===== src/rtl/ternary_lattice_eval.sv =====
module ternary_lattice_eval #(
  parameter int NUM_IN  = 4,
  parameter int MAX_LVL = 6
) (
  input  logic                  clk,
  input  logic                  rst_n,
  input  logic                  leaf_we,
  input  logic [2:0]            leaf_n1,
  input  logic [2:0]            leaf_n2,
  input  logic [1:0]            leaf_val,
  input  logic                  cfg_we,
  input  logic [2:0]            cfg_lvl,
  input  logic [2:0]            cfg_sel,
  input  logic [1:0]            cfg_shift,
  input  logic                  start,
  input  logic [2:0]            n_levels,
  input  logic [2*NUM_IN-1:0]   x_in,
  output logic                  out_valid,
  output logic                  out_err,
  output logic [1:0]            out_trit
);
  localparam int CW = 3;

  logic [1:0] leaf_q [0:MAX_LVL][0:MAX_LVL];
  logic [2:0] sel_q  [MAX_LVL];
  logic [1:0] sh_q   [MAX_LVL];

  logic [CW-1:0] cnt1, cnt2;
  logic          bad;
  logic [1:0]    t, v;
  logic [1:0]    leaf_rd;

  function automatic logic [1:0] add3(input logic [1:0] a, input logic [1:0] b);
    logic [2:0] s;
    s = {1'b0, a} + {1'b0, b};
    return (s >= 3'd3) ? 2'(s - 3'd3) : s[1:0];
  endfunction

  wire [3:0] leaf_sum = {1'b0, leaf_n1} + {1'b0, leaf_n2};
  wire leaf_ok = leaf_we && leaf_val != 2'b11 && leaf_sum <= 4'(MAX_LVL);
  wire cfg_ok  = cfg_we && int'(cfg_lvl) < MAX_LVL;

  always_ff @(posedge clk) begin
    if (!rst_n) begin
      for (int i = 0; i <= MAX_LVL; i++)
        for (int j = 0; j <= MAX_LVL; j++)
          leaf_q[i][j] <= 2'b00;
      for (int l = 0; l < MAX_LVL; l++) begin
        sel_q[l] <= 3'd0;
        sh_q[l]  <= 2'd0;
      end
    end else begin
      if (leaf_ok) leaf_q[leaf_n1][leaf_n2] <= leaf_val;
      if (cfg_ok) begin
        sel_q[cfg_lvl] <= cfg_sel;
        sh_q[cfg_lvl]  <= cfg_shift;
      end
    end
  end

  always_comb begin
    cnt1 = '0;
    cnt2 = '0;
    bad  = int'(n_levels) > MAX_LVL;
    t    = 2'b00;
    v    = 2'b00;
    for (int l = 0; l < MAX_LVL; l++) begin
      if (l < int'(n_levels)) begin
        if (int'(sel_q[l]) >= NUM_IN || sh_q[l] == 2'b11) begin
          bad = 1'b1;
        end else begin
          t = 2'b00;
          for (int k = 0; k < NUM_IN; k++)
            if (int'(sel_q[l]) == k) t = x_in[2*k +: 2];
          if (t == 2'b11) begin
            bad = 1'b1;
          end else begin
            v = add3(t, sh_q[l]);
            if (v == 2'd1) cnt1 = cnt1 + CW'(1);
            if (v == 2'd2) cnt2 = cnt2 + CW'(1);
          end
        end
      end
    end
  end

  assign leaf_rd = leaf_q[cnt1][cnt2];

  always_ff @(posedge clk) begin
    if (!rst_n) begin
      out_valid <= 1'b0;
      out_err   <= 1'b0;
      out_trit  <= 2'b00;
    end else begin
      out_valid <= start && !bad;
      out_err   <= start && bad;
      if (start && !bad) out_trit <= leaf_rd;
    end
  end

  AST_STROBE_EXCL: assert property (@(posedge clk) disable iff (!rst_n)
    !(out_valid && out_err));
  AST_STROBE_NEEDS_START: assert property (@(posedge clk) disable iff (!rst_n)
    (out_valid || out_err) |-> $past(start));
  AST_START_GIVES_STROBE: assert property (@(posedge clk) disable iff (!rst_n)
    start |=> (out_valid || out_err));
  AST_TRIT_HOLD: assert property (@(posedge clk) disable iff (!rst_n)
    !out_valid |-> $stable(out_trit));
  AST_TRIT_LEGAL: assert property (@(posedge clk) disable iff (!rst_n)
    out_trit != 2'b11);
endmodule


===== config.mk =====
export PLATFORM = sky130hd
export DESIGN_NAME = ternary_lattice_eval
export DESIGN_NICKNAME = d
export VERILOG_FILES = /design/src/rtl/ternary_lattice_eval.sv
export SDC_FILE = /design/constraint.sdc
export NUM_CORES = 1
export LEC_CHECK = 0
export ABC_CLOCK_PERIOD_IN_PS = 9800
export BUFFER_PORTS_ARGS = -buffer_cell sky130_fd_sc_hd__buf_2
export CAP_MARGIN = 40
export CELL_PAD_IN_SITES_DETAIL_PLACEMENT = 0
export CELL_PAD_IN_SITES_GLOBAL_PLACEMENT = 1
export CORE_MARGIN = 2
export CORE_UTILIZATION = 23
export DETAILED_ROUTE_END_ITERATION = 10
export PLACE_DENSITY_LB_ADDON = 0.1
export SLEW_MARGIN = 20
export SYNTH_ARGS = -nofsm -noshare
export SYNTH_HDL_FRONTEND = slang
export SYNTH_SLANG_ARGS = --single-unit

===== constraint.sdc =====
create_clock -name clk -period 9.8 [get_ports clk]
set_input_delay 0.98 -clock clk [delete_from_list [all_inputs] [get_ports clk]]
set_output_delay 0.98 -clock clk [all_outputs]
set_load 0.02 [all_outputs]

==> results_tabular.tex, run 1 <==
\begin{tabular}{lr}
\hline
Metric & Value \\
\hline
\multicolumn{2}{l}{\textbf{GRT}} \\
\quad Maximum number of pins on one net before global-route repair & 64 \\
\quad Global-route wire length before repair & 39000 um \\
\quad Aggregate global-route resource usage & 14.0\% \\
\quad Antenna violations before repair & 1 \\
\quad Number of global-route vias before repair & 5842 \\
\quad Global-route congestion overflow total & 0 \\
\multicolumn{2}{l}{\textbf{Yosys}} \\
\quad Instance count of the mapped netlist & 763 \\
\quad Average cell area after synthesis & 11.3 um2 \\
\quad Yosys warnings & 0 \\
\quad Cell area after synthesis & 8590 um2 \\
\quad Synth Flop Type & sky130\_fd\_sc\_hd\_\_edfxtp\_1 \\
\quad Sequential cell area fraction in the yosys report & 50.6\% \\
\quad Asr flop ratio synth & 0\% \\
\quad Synth Register Bits & 146 \\
\quad Cell taking the most area after synthesis & sky130\_fd\_sc\_hd\_\_edfxtp\_1 \\
\quad Number of different library cells in the post-synthesis netlist & 68 \\
\quad Share of the synthesized area in the top cell type & 49.6\% \\
\quad Number of synthesized flops with an enable pin & 142 \\
\quad Synthesized net count & 827 \\
\quad Ranking of synthesized cells by area & sky130\_fd\_sc\_hd\_\_edfxtp\_1 50\%, sky130\_fd\_sc\_hd\_\_mux2i\_1 9.4\%, sky130\_fd\_sc\_hd\_\_nor2\_1 6.2\%, sky130\_fd\_sc\_hd\_\_ha\_1 3.6\%, sky130\_fd\_sc\_hd\_\_o21ai\_0 3.1\% \\
\multicolumn{2}{l}{\textbf{Clocking}} \\
\quad Clock input transition at the sequential cells of the worst setup and hold paths & 0.06 ns \\
\quad Buffer cell driving the clock tree root & sky130\_fd\_sc\_hd\_\_clkbuf\_16 \\
\quad Largest buffer count on any clock path & 2 \\
\quad Inserted Clock Buffers & 17 \\
\quad CTS H-tree depth & 4 \\
\quad CTS sink cnt & 146 \\
\quad Total setup buffers inserted after CTS & 0 \\
\quad TritonCTS clock tree & built \\
\quad Post-CTS Hold Buffers & 0 \\
\quad Worst skew pair latency & 0.43 ns \\
\quad Cts repair resizes & 0 \\
\multicolumn{2}{l}{\textbf{Placed design}} \\
\quad Post-detail-place hpwl & 19400 um \\
\quad Final estimated routing congestion in global placement & 0.758 \\
\quad Total of buffers placed on input and output ports & 35 \\
\multicolumn{2}{l}{\textbf{Drt}} \\
\quad Via Count & 5886 \\
\quad Vias per inst & 4.65 \\
\quad Remaining antenna violation count after routing & 0 \\
\quad Number of design rule violations left after detail routing & 0 \\
\quad Final routed wire length divided by cell count & 20.6 um \\
\quad Total length of routed wires & 26200 um \\
\quad Number of iterations in the first detailed-routing pass & 4 \\
\quad Drt first-iter violations & 346 \\
\multicolumn{2}{l}{\textbf{STA}} \\
\quad Total of endpoints with negative setup slack in the final report & 0 \\
\quad Shortest period the worst path allows & 7.83 ns \\
\quad Max Transition Viols Final & 0 \\
\quad Sum Neg Setup Slack & 0 ns \\
\quad Final period utilization & 79.9\% \\
\quad Worst slew slack as a fraction of its limit & 48.7\% \\
\quad Final hold viol count & 0 \\
\quad Fmax & 128 MHz \\
\quad Transition time at the pin with the least slew margin & 0.768 ns \\
\quad Maximum clock skew at final layout & 0.0138 ns \\
\quad Post-route worst hold slack & 0.654 ns \\
\quad Setup repair after global routing missed its margin & no \\
\multicolumn{2}{l}{\textbf{Power}} \\
\quad Max VDD drop & 111 uV \\
\quad Sw Share & 30.0\% \\
\quad Share of power burned in the clock network & 35.0\% \\
\quad Share of power burned in registers & 40.5\% \\
\quad Sw Pwr & 547 uW \\
\quad Internal power component & 1270 uW \\
\quad Total power per unit cell area & 185 nW/um2 \\
\quad Gate power share & 24.5\% \\
\quad P\_leak & 0.00346 uW \\
\multicolumn{2}{l}{\textbf{Finish}} \\
\quad Utilization after layout & 26.9\% \\
\quad Area Overhead vs Synth & 14.7\% \\
\quad Total number of nets in the final design & 850 \\
\quad Fraction of layout cells with a size suffix above 1 & 14.1\% \\
\quad Number of diodes & 0 \\
\quad Filler instances & 3774 \\
\quad Highest-count cells in the layout ignoring fill and taps & 142 x sky130\_fd\_sc\_hd\_\_edfxtp\_1, 141 x sky130\_fd\_sc\_hd\_\_nor2\_1, 81 x sky130\_fd\_sc\_hd\_\_mux2i\_1 \\
\quad Commonest non-fill, non-tap cell in the layout & sky130\_fd\_sc\_hd\_\_edfxtp\_1 \\
\multicolumn{2}{l}{\textbf{Worst setup path}} \\
\quad Category of the most critical setup path & in -> reg \\
\quad CP arrival & 8.16 ns \\
\quad Critical Path Start Type & primary input \\
\quad Critical path fanouts, max & 25 \\
\quad Slowest library cell on the worst path & sky130\_fd\_sc\_hd\_\_xnor3\_2 \\
\quad Buffer and inverter count on the worst path & 3 \\
\quad Delay contributed by the slowest stage of the critical path & 0.73 ns \\
\quad CP endpoint kind & register \\
\quad CP most frequent cell & sky130\_fd\_sc\_hd\_\_ha\_1 \\
\quad Req. time, crit path & 10.13 ns \\
\quad CP top delay family & adder cells \\
\multicolumn{2}{l}{\textbf{Floorplan}} \\
\quad Initial Util & 23.4\% \\
\quad Height of the chip & 197 um \\
\quad Standard-cell rows & 70 \\
\quad Die footprint & 38900 um2 \\
\quad Die width & 197 um \\
\quad Count of boundary I/O pins & 36 \\
\quad Core Box Area & 36700 um2 \\
\multicolumn{2}{l}{\textbf{Hold path}} \\
\quad Hold Crit Class & reg -> reg \\
\multicolumn{2}{l}{\textbf{Run}} \\
\quad Number of max-cap violations & 0 \\
\multicolumn{2}{l}{\textbf{Outcome}} \\
\quad Run status & finished clean \\
\hline
\end{tabular}
## metal layers
layer	share of wire (%)	track usage, %
met1	53	21.2
met2	43	20.5
met4	0.93	3.09
met3	2.8	2.48
met5	0	0
## final cells by class
| type | instances | area, um2 | area share, % |
|---|---|---|---|
| Sequential cell | 146 | 4340 | 44.1 |
| Clock buffer | 18 | 429 | 4.35 |
| Clock inverter | 14 | 138 | 1.40 |
| Multi-Input combinational cell | 550 | 3960 | 40.2 |
| Tap cell | 468 | 586 | 5.94 |
| Timing Repair Buffer | 47 | 312 | 3.16 |
| Inverter | 24 | 90.1 | 0.914 |
## synthesized netlist by cell type (3+ instances only)
cell type / count
sky130_fd_sc_hd__a211o_1: 3
sky130_fd_sc_hd__a211oi_1: 11
sky130_fd_sc_hd__a21boi_0: 3
sky130_fd_sc_hd__a21o_1: 3
sky130_fd_sc_hd__a21oi_1: 19
sky130_fd_sc_hd__a31oi_1: 3
sky130_fd_sc_hd__and2_1: 10
sky130_fd_sc_hd__and3_1: 3
sky130_fd_sc_hd__buf_2: 4
sky130_fd_sc_hd__buf_4: 4
sky130_fd_sc_hd__buf_6: 4
sky130_fd_sc_hd__clkbuf_1: 31
sky130_fd_sc_hd__dfxtp_1: 4
sky130_fd_sc_hd__edfxtp_1: 142
sky130_fd_sc_hd__fa_1: 7
sky130_fd_sc_hd__ha_1: 25
sky130_fd_sc_hd__inv_1: 24
sky130_fd_sc_hd__mux2_2: 6
sky130_fd_sc_hd__mux2i_1: 81
sky130_fd_sc_hd__mux4_1: 4
sky130_fd_sc_hd__mux4_2: 10
sky130_fd_sc_hd__nand2_1: 50
sky130_fd_sc_hd__nand2b_1: 8
sky130_fd_sc_hd__nand3_1: 4
sky130_fd_sc_hd__nand3b_1: 5
sky130_fd_sc_hd__nand4_1: 5
sky130_fd_sc_hd__nor2_1: 141
sky130_fd_sc_hd__nor2b_1: 15
sky130_fd_sc_hd__nor3_1: 10
sky130_fd_sc_hd__nor3b_1: 4
sky130_fd_sc_hd__o21ai_0: 54
sky130_fd_sc_hd__o22ai_1: 5
sky130_fd_sc_hd__o31ai_1: 4
sky130_fd_sc_hd__or2_2: 5
sky130_fd_sc_hd__xnor2_1: 8
## path summary, 6_finish.rpt
kind | startpoint | to | slack, ns | depth (start not counted)
hold reg to reg | out_trit[0] | out_trit[0] | 0.65 | 2
setup / recovery | x_in[6] | out_trit[1] | 1.97 | 29
setup reg to reg | sel_q[0][0] | out_trit[1] | 2.19 | 28
hold / removal | out_trit[0] | out_trit[0] | 0.65 | 2
## kinds of logic (layout without fill, tap and decap cells)
kind of cell	count (synthesis)	in the layout	synth area share (%)
compound gates	128	128	9.64
xor+xnor	15	15	2.21
fa+ha+maj	32	32	5.27
buf+inv	67	103	3.51
flops	146	146	50.6
mux	101	101	14.1
simple gates	274	274	14.7
## stage by stage
step	setup WS, ns	power [uW]	cell area (um2)	cells
finish	1.97	1820	9860	1267
floorplan	2.63	1070	8590	763
global route	1.54	1920	9860	1267
CTS	1.94	1850	9810	1263
global placement	1.65	1190	9190	1228
detailed placement	1.48	1200	9240	1231
## power by group through the flow
stage | Combinational (uW) | Sequential, uW | Clock (uW)
4_1_cts | 454 | 738 | 657
3_5_place_dp | 452 | 752 | 0
5_1_grt | 498 | 741 | 680
6_report | 445 | 738 | 638
2_1_floorplan | 334 | 739 | 0
3_3_place_gp | 439 | 752 | 0
## worst register-to-register path, delay by kind of cell (launching register included)
family                   cells  cell delay (ns)
flip-flops                   1             0.42
XOR/XNOR                     1             0.73
AO/OA/AOI/OAI                7             1.05
AND/OR/NAND/NOR              5             1.05
adder cells (fa/ha/maj)      8             2.23
buffers and inverters        2             0.13
multiplexers                 5             1.89
## sequential cells by signal, indices dropped and copies added (netlist names)
signal / flops
leaf_q: 112
sel_q: 18
sh_q: 12
out_trit: 2
out_err: 1
out_valid: 1
(Power assumes the default switching activity.)
==> run 2, diff against run 1 <==
--- a/config.mk
+++ b/config.mk
@@ -5,7 +5,7 @@
 export SDC_FILE = /design/constraint.sdc
 export NUM_CORES = 1
 export LEC_CHECK = 0
-export ABC_CLOCK_PERIOD_IN_PS = 9800
+export ABC_CLOCK_PERIOD_IN_PS = 7750
 export BUFFER_PORTS_ARGS = -buffer_cell sky130_fd_sc_hd__buf_2
 export CAP_MARGIN = 40
 export CELL_PAD_IN_SITES_DETAIL_PLACEMENT = 0
==> constraint.sdc (replaced) <==
create_clock -name clk -period 7.75 [get_ports clk]
set_input_delay 0.775 -clock clk [delete_from_list [all_inputs] [get_ports clk]]
set_output_delay 0.775 -clock clk [all_outputs]
set_load 0.02 [all_outputs]
==> run 2 against run 1 <==
Compared with the run above:
- routed wire length shrank 1.6%
- worst setup slack lost 1.5 ns
- worst hold slack lost 0.053 ns
- critical endpoint unchanged
- highest routed layer unchanged
==> results_tabular.tex, run 2 (synthesis results as in run 1) <==
\begin{tabular}{lr}
\hline
Metric & Value \\
\hline
\multicolumn{2}{l}{\textbf{Floorplan}} \\
\quad Height of the chip & 197 um (unchanged) \\
\quad Core Box Area & 36700 um2 (unchanged) \\
\quad Die width & 197 um (unchanged) \\
\quad Count of boundary I/O pins & 36 (unchanged) \\
\quad Initial Util & 23.4\% (unchanged) \\
\quad Die footprint & 38900 um2 (unchanged) \\
\quad Standard-cell rows & 70 (unchanged) \\
\multicolumn{2}{l}{\textbf{Power}} \\
\quad Sw Pwr & 702 uW (was 547 uW) \\
\quad Gate power share & 24.1\% (was 24.5\%) \\
\quad Power, Total & 2470 uW (was 1820 uW) \\
\quad Internal power component & 1760 uW (was 1270 uW) \\
\quad Share of power burned in the clock network & 38.1\% (was 35.0\%) \\
\quad P\_leak & 0.00355 uW (was 0.00346 uW) \\
\quad Sw Share & 28.5\% (was 30.0\%) \\
\quad Max VDD drop & 157 uV (was 111 uV) \\
\quad Share of power burned in registers & 37.8\% (was 40.5\%) \\
\quad Total power per unit cell area & 247 nW/um2 (was 185 nW/um2) \\
\multicolumn{2}{l}{\textbf{Finish}} \\
\quad Registers with the most flip-flops & leaf\_q (112), sel\_q (18), sh\_q (12) (unchanged) \\
\quad Highest-count cells in the layout ignoring fill and taps & 142 x sky130\_fd\_sc\_hd\_\_edfxtp\_1, 141 x sky130\_fd\_sc\_hd\_\_nor2\_1, 81 x sky130\_fd\_sc\_hd\_\_mux2i\_1 (unchanged) \\
\quad Area Overhead vs Synth & 16.4\% (was 14.7\%) \\
\quad Commonest non-fill, non-tap cell in the layout & sky130\_fd\_sc\_hd\_\_edfxtp\_1 (unchanged) \\
\quad Most flops, register & leaf\_q (unchanged) \\
\quad Total number of nets in the final design & 855 (was 850) \\
\quad Max reg flops & 112 (unchanged) \\
\quad Fraction of layout cells with a size suffix above 1 & 14.9\% (was 14.1\%) \\
\quad Number of diodes & 0 (unchanged) \\
\quad Post-route design area & 10000 um2 (was 9860 um2) \\
\multicolumn{2}{l}{\textbf{Drt}} \\
\quad Total length of routed wires & 25700 um (was 26200 um) \\
\quad Number of iterations in the first detailed-routing pass & 5 (was 4) \\
\quad Final routed wire length divided by cell count & 20.3 um (was 20.6 um) \\
\quad Vias per inst & 4.66 (was 4.65) \\
\quad Remaining antenna violation count after routing & 0 (unchanged) \\
\quad Via Count & 5919 (was 5886) \\
\quad Drt first-iter violations & 351 (was 346) \\
\quad Number of design rule violations left after detail routing & 0 (unchanged) \\
\multicolumn{2}{l}{\textbf{Worst setup path}} \\
\quad Delay contributed by the slowest stage of the critical path & 0.50 ns (was 0.73 ns) \\
\quad Critical Path Start Type & primary input (unchanged) \\
\quad CP arrival & 7.59 ns (was 8.16 ns) \\
\quad Category of the most critical setup path & in -> reg (unchanged) \\
\quad Slowest library cell on the worst path & sky130\_fd\_sc\_hd\_\_mux4\_2 (was sky130\_fd\_sc\_hd\_\_xnor3\_2) \\
\quad Req. time, crit path & 8.07 ns (was 10.13 ns) \\
\quad CP endpoint kind & register (unchanged) \\
\quad Register-to-register path setup slack & 0.53 ns (was 2.19 ns) \\
\quad Critical path fanouts, max & 14 (was 25) \\
\quad CP most frequent cell & sky130\_fd\_sc\_hd\_\_ha\_1 (unchanged) \\
\multicolumn{2}{l}{\textbf{GRT}} \\
\quad Maximum number of pins on one net before global-route repair & 64 (unchanged) \\
\quad Aggregate global-route resource usage & 13.7\% (was 14.0\%) \\
\quad Global-route wire length before repair & 38300 um (was 39000 um) \\
\quad Global-route congestion overflow total & 0 (unchanged) \\
\quad Antenna violations before repair & 0 (was 1) \\
\quad Number of global-route vias before repair & 6062 (was 5842) \\
\multicolumn{2}{l}{\textbf{STA}} \\
\quad Max Transition Viols Final & 0 (unchanged) \\
\quad Fmax & 138 MHz \\
\quad Shortest period the worst path allows & 7.27 ns \\
\quad Final period utilization & 93.7\% \\
\quad Final hold viol count & 0 (unchanged) \\
\quad Transition time at the pin with the least slew margin & 0.810 ns (was 0.768 ns) \\
\quad Setup repair after global routing missed its margin & no (unchanged) \\
\quad Worst slew slack as a fraction of its limit & 45.9\% (was 48.7\%) \\
\quad Maximum clock skew at final layout & 0.00715 ns (was 0.0138 ns) \\
\quad Total of endpoints with negative setup slack in the final report & 0 (unchanged) \\
\multicolumn{2}{l}{\textbf{Clocking}} \\
\quad Inserted Clock Buffers & 17 (unchanged) \\
\quad Cts repair resizes & 0 (unchanged) \\
\quad Clock input transition at the sequential cells of the worst setup and hold paths & 0.06 ns (about the same) \\
\quad TritonCTS clock tree & built (unchanged) \\
\quad Total setup buffers inserted after CTS & 0 (unchanged) \\
\quad Buffer cell driving the clock tree root & sky130\_fd\_sc\_hd\_\_clkbuf\_16 (unchanged) \\
\quad CTS H-tree depth & 4 (unchanged) \\
\quad Largest buffer count on any clock path & 2 (unchanged) \\
\quad Worst skew pair latency & 0.43 ns (about the same) \\
\quad Post-CTS Hold Buffers & 0 (unchanged) \\
\quad CTS sink cnt & 146 (unchanged) \\
\multicolumn{2}{l}{\textbf{Outcome}} \\
\quad Run status & finished clean (unchanged) \\
\multicolumn{2}{l}{\textbf{Placed design}} \\
\quad Dpl cell area & 9320 um2 (was 9240 um2) \\
\quad Post-detail-place hpwl & 19200 um (was 19400 um) \\
\quad Final estimated routing congestion in global placement & 0.750 (was 0.758) \\
\quad Total of buffers placed on input and output ports & 35 (unchanged) \\
\multicolumn{2}{l}{\textbf{Run}} \\
\quad Number of max-cap violations & 0 (unchanged) \\
\multicolumn{2}{l}{\textbf{Hold path}} \\
\quad Hold Crit Class & in -> reg (was reg -> reg) \\
\hline
\end{tabular}
[run 2: area by class of cell]
class | count | area, um2
Clock buffer | 18 | 429
Clock inverter | 13 | 234
Fill cell | 3776 | 26700
Inverter | 24 | 90.1
Multi-Input combinational cell | 550 | 3960
Sequential cell | 146 | 4340
Tap cell | 468 | 586
Timing Repair Buffer | 52 | 355
[run 2: layer usage]
| layer | vias to the layer above | track usage [%] | share of wire, % |
|---|---|---|---|
| li1 | 2848 | - | - |
| met1 | 2936 | 19.6 | 50 |
| met2 | 117 | 21.2 | 45 |
| met3 | 18 | 2.12 | 3.3 |
| met4 | 0 | 4.29 | 1.5 |
| met5 | - | 0 | 0 |
[run 2: final timing paths]
kind	start	end	cells after the start
setup / recovery	x_in[6]	out_trit[1]	30
hold / removal	start	out_err	3
hold reg to reg	out_trit[0]	out_trit[0]	2
setup reg to reg	sel_q[0][0]	out_trit[1]	29
[run 2: metrics by stage]
stage | worst slack (ns) | hold WS (ns) | util, % | instances | setup TNS (ns)
finish | 0.485 | 0.602 | 27.2 | 1271 | 0
global route | 0.0322 | 0.585 | 27.2 | 1271 | 0
CTS | 0.452 | 0.570 | 27.2 | 1270 | 0
detailed placement | -0.00914 | 0.593 | 25.4 | 1239 | -0.00914
global placement | 0.180 | 0.605 | 25.3 | 1236 | 0
floorplan | 0.784 | 0.621 | - | 763 | 0
[run 2: power groups by stage]
stage	clock (uW)	sequential (uW)	combinational, uW
3_3_place_gp	0	951	586
5_1_grt	988	937	652
6_report	939	933	593
2_1_floorplan	0	934	422
3_5_place_dp	0	950	602
4_1_cts	958	933	604
[run 2: worst max-delay path: cells and delay by family]
| family | cells | cell delay, ns |
|---|---|---|
| adders and majority gates | 8 | 2.23 |
| and+or+nand+nor | 4 | 0.95 |
| AOI/OAI and AO/OA | 7 | 1.13 |
| xor gates and xnor gates | 1 | 0.47 |
| buffers and inverters | 4 | 0.49 |
| muxes | 6 | 1.53 |
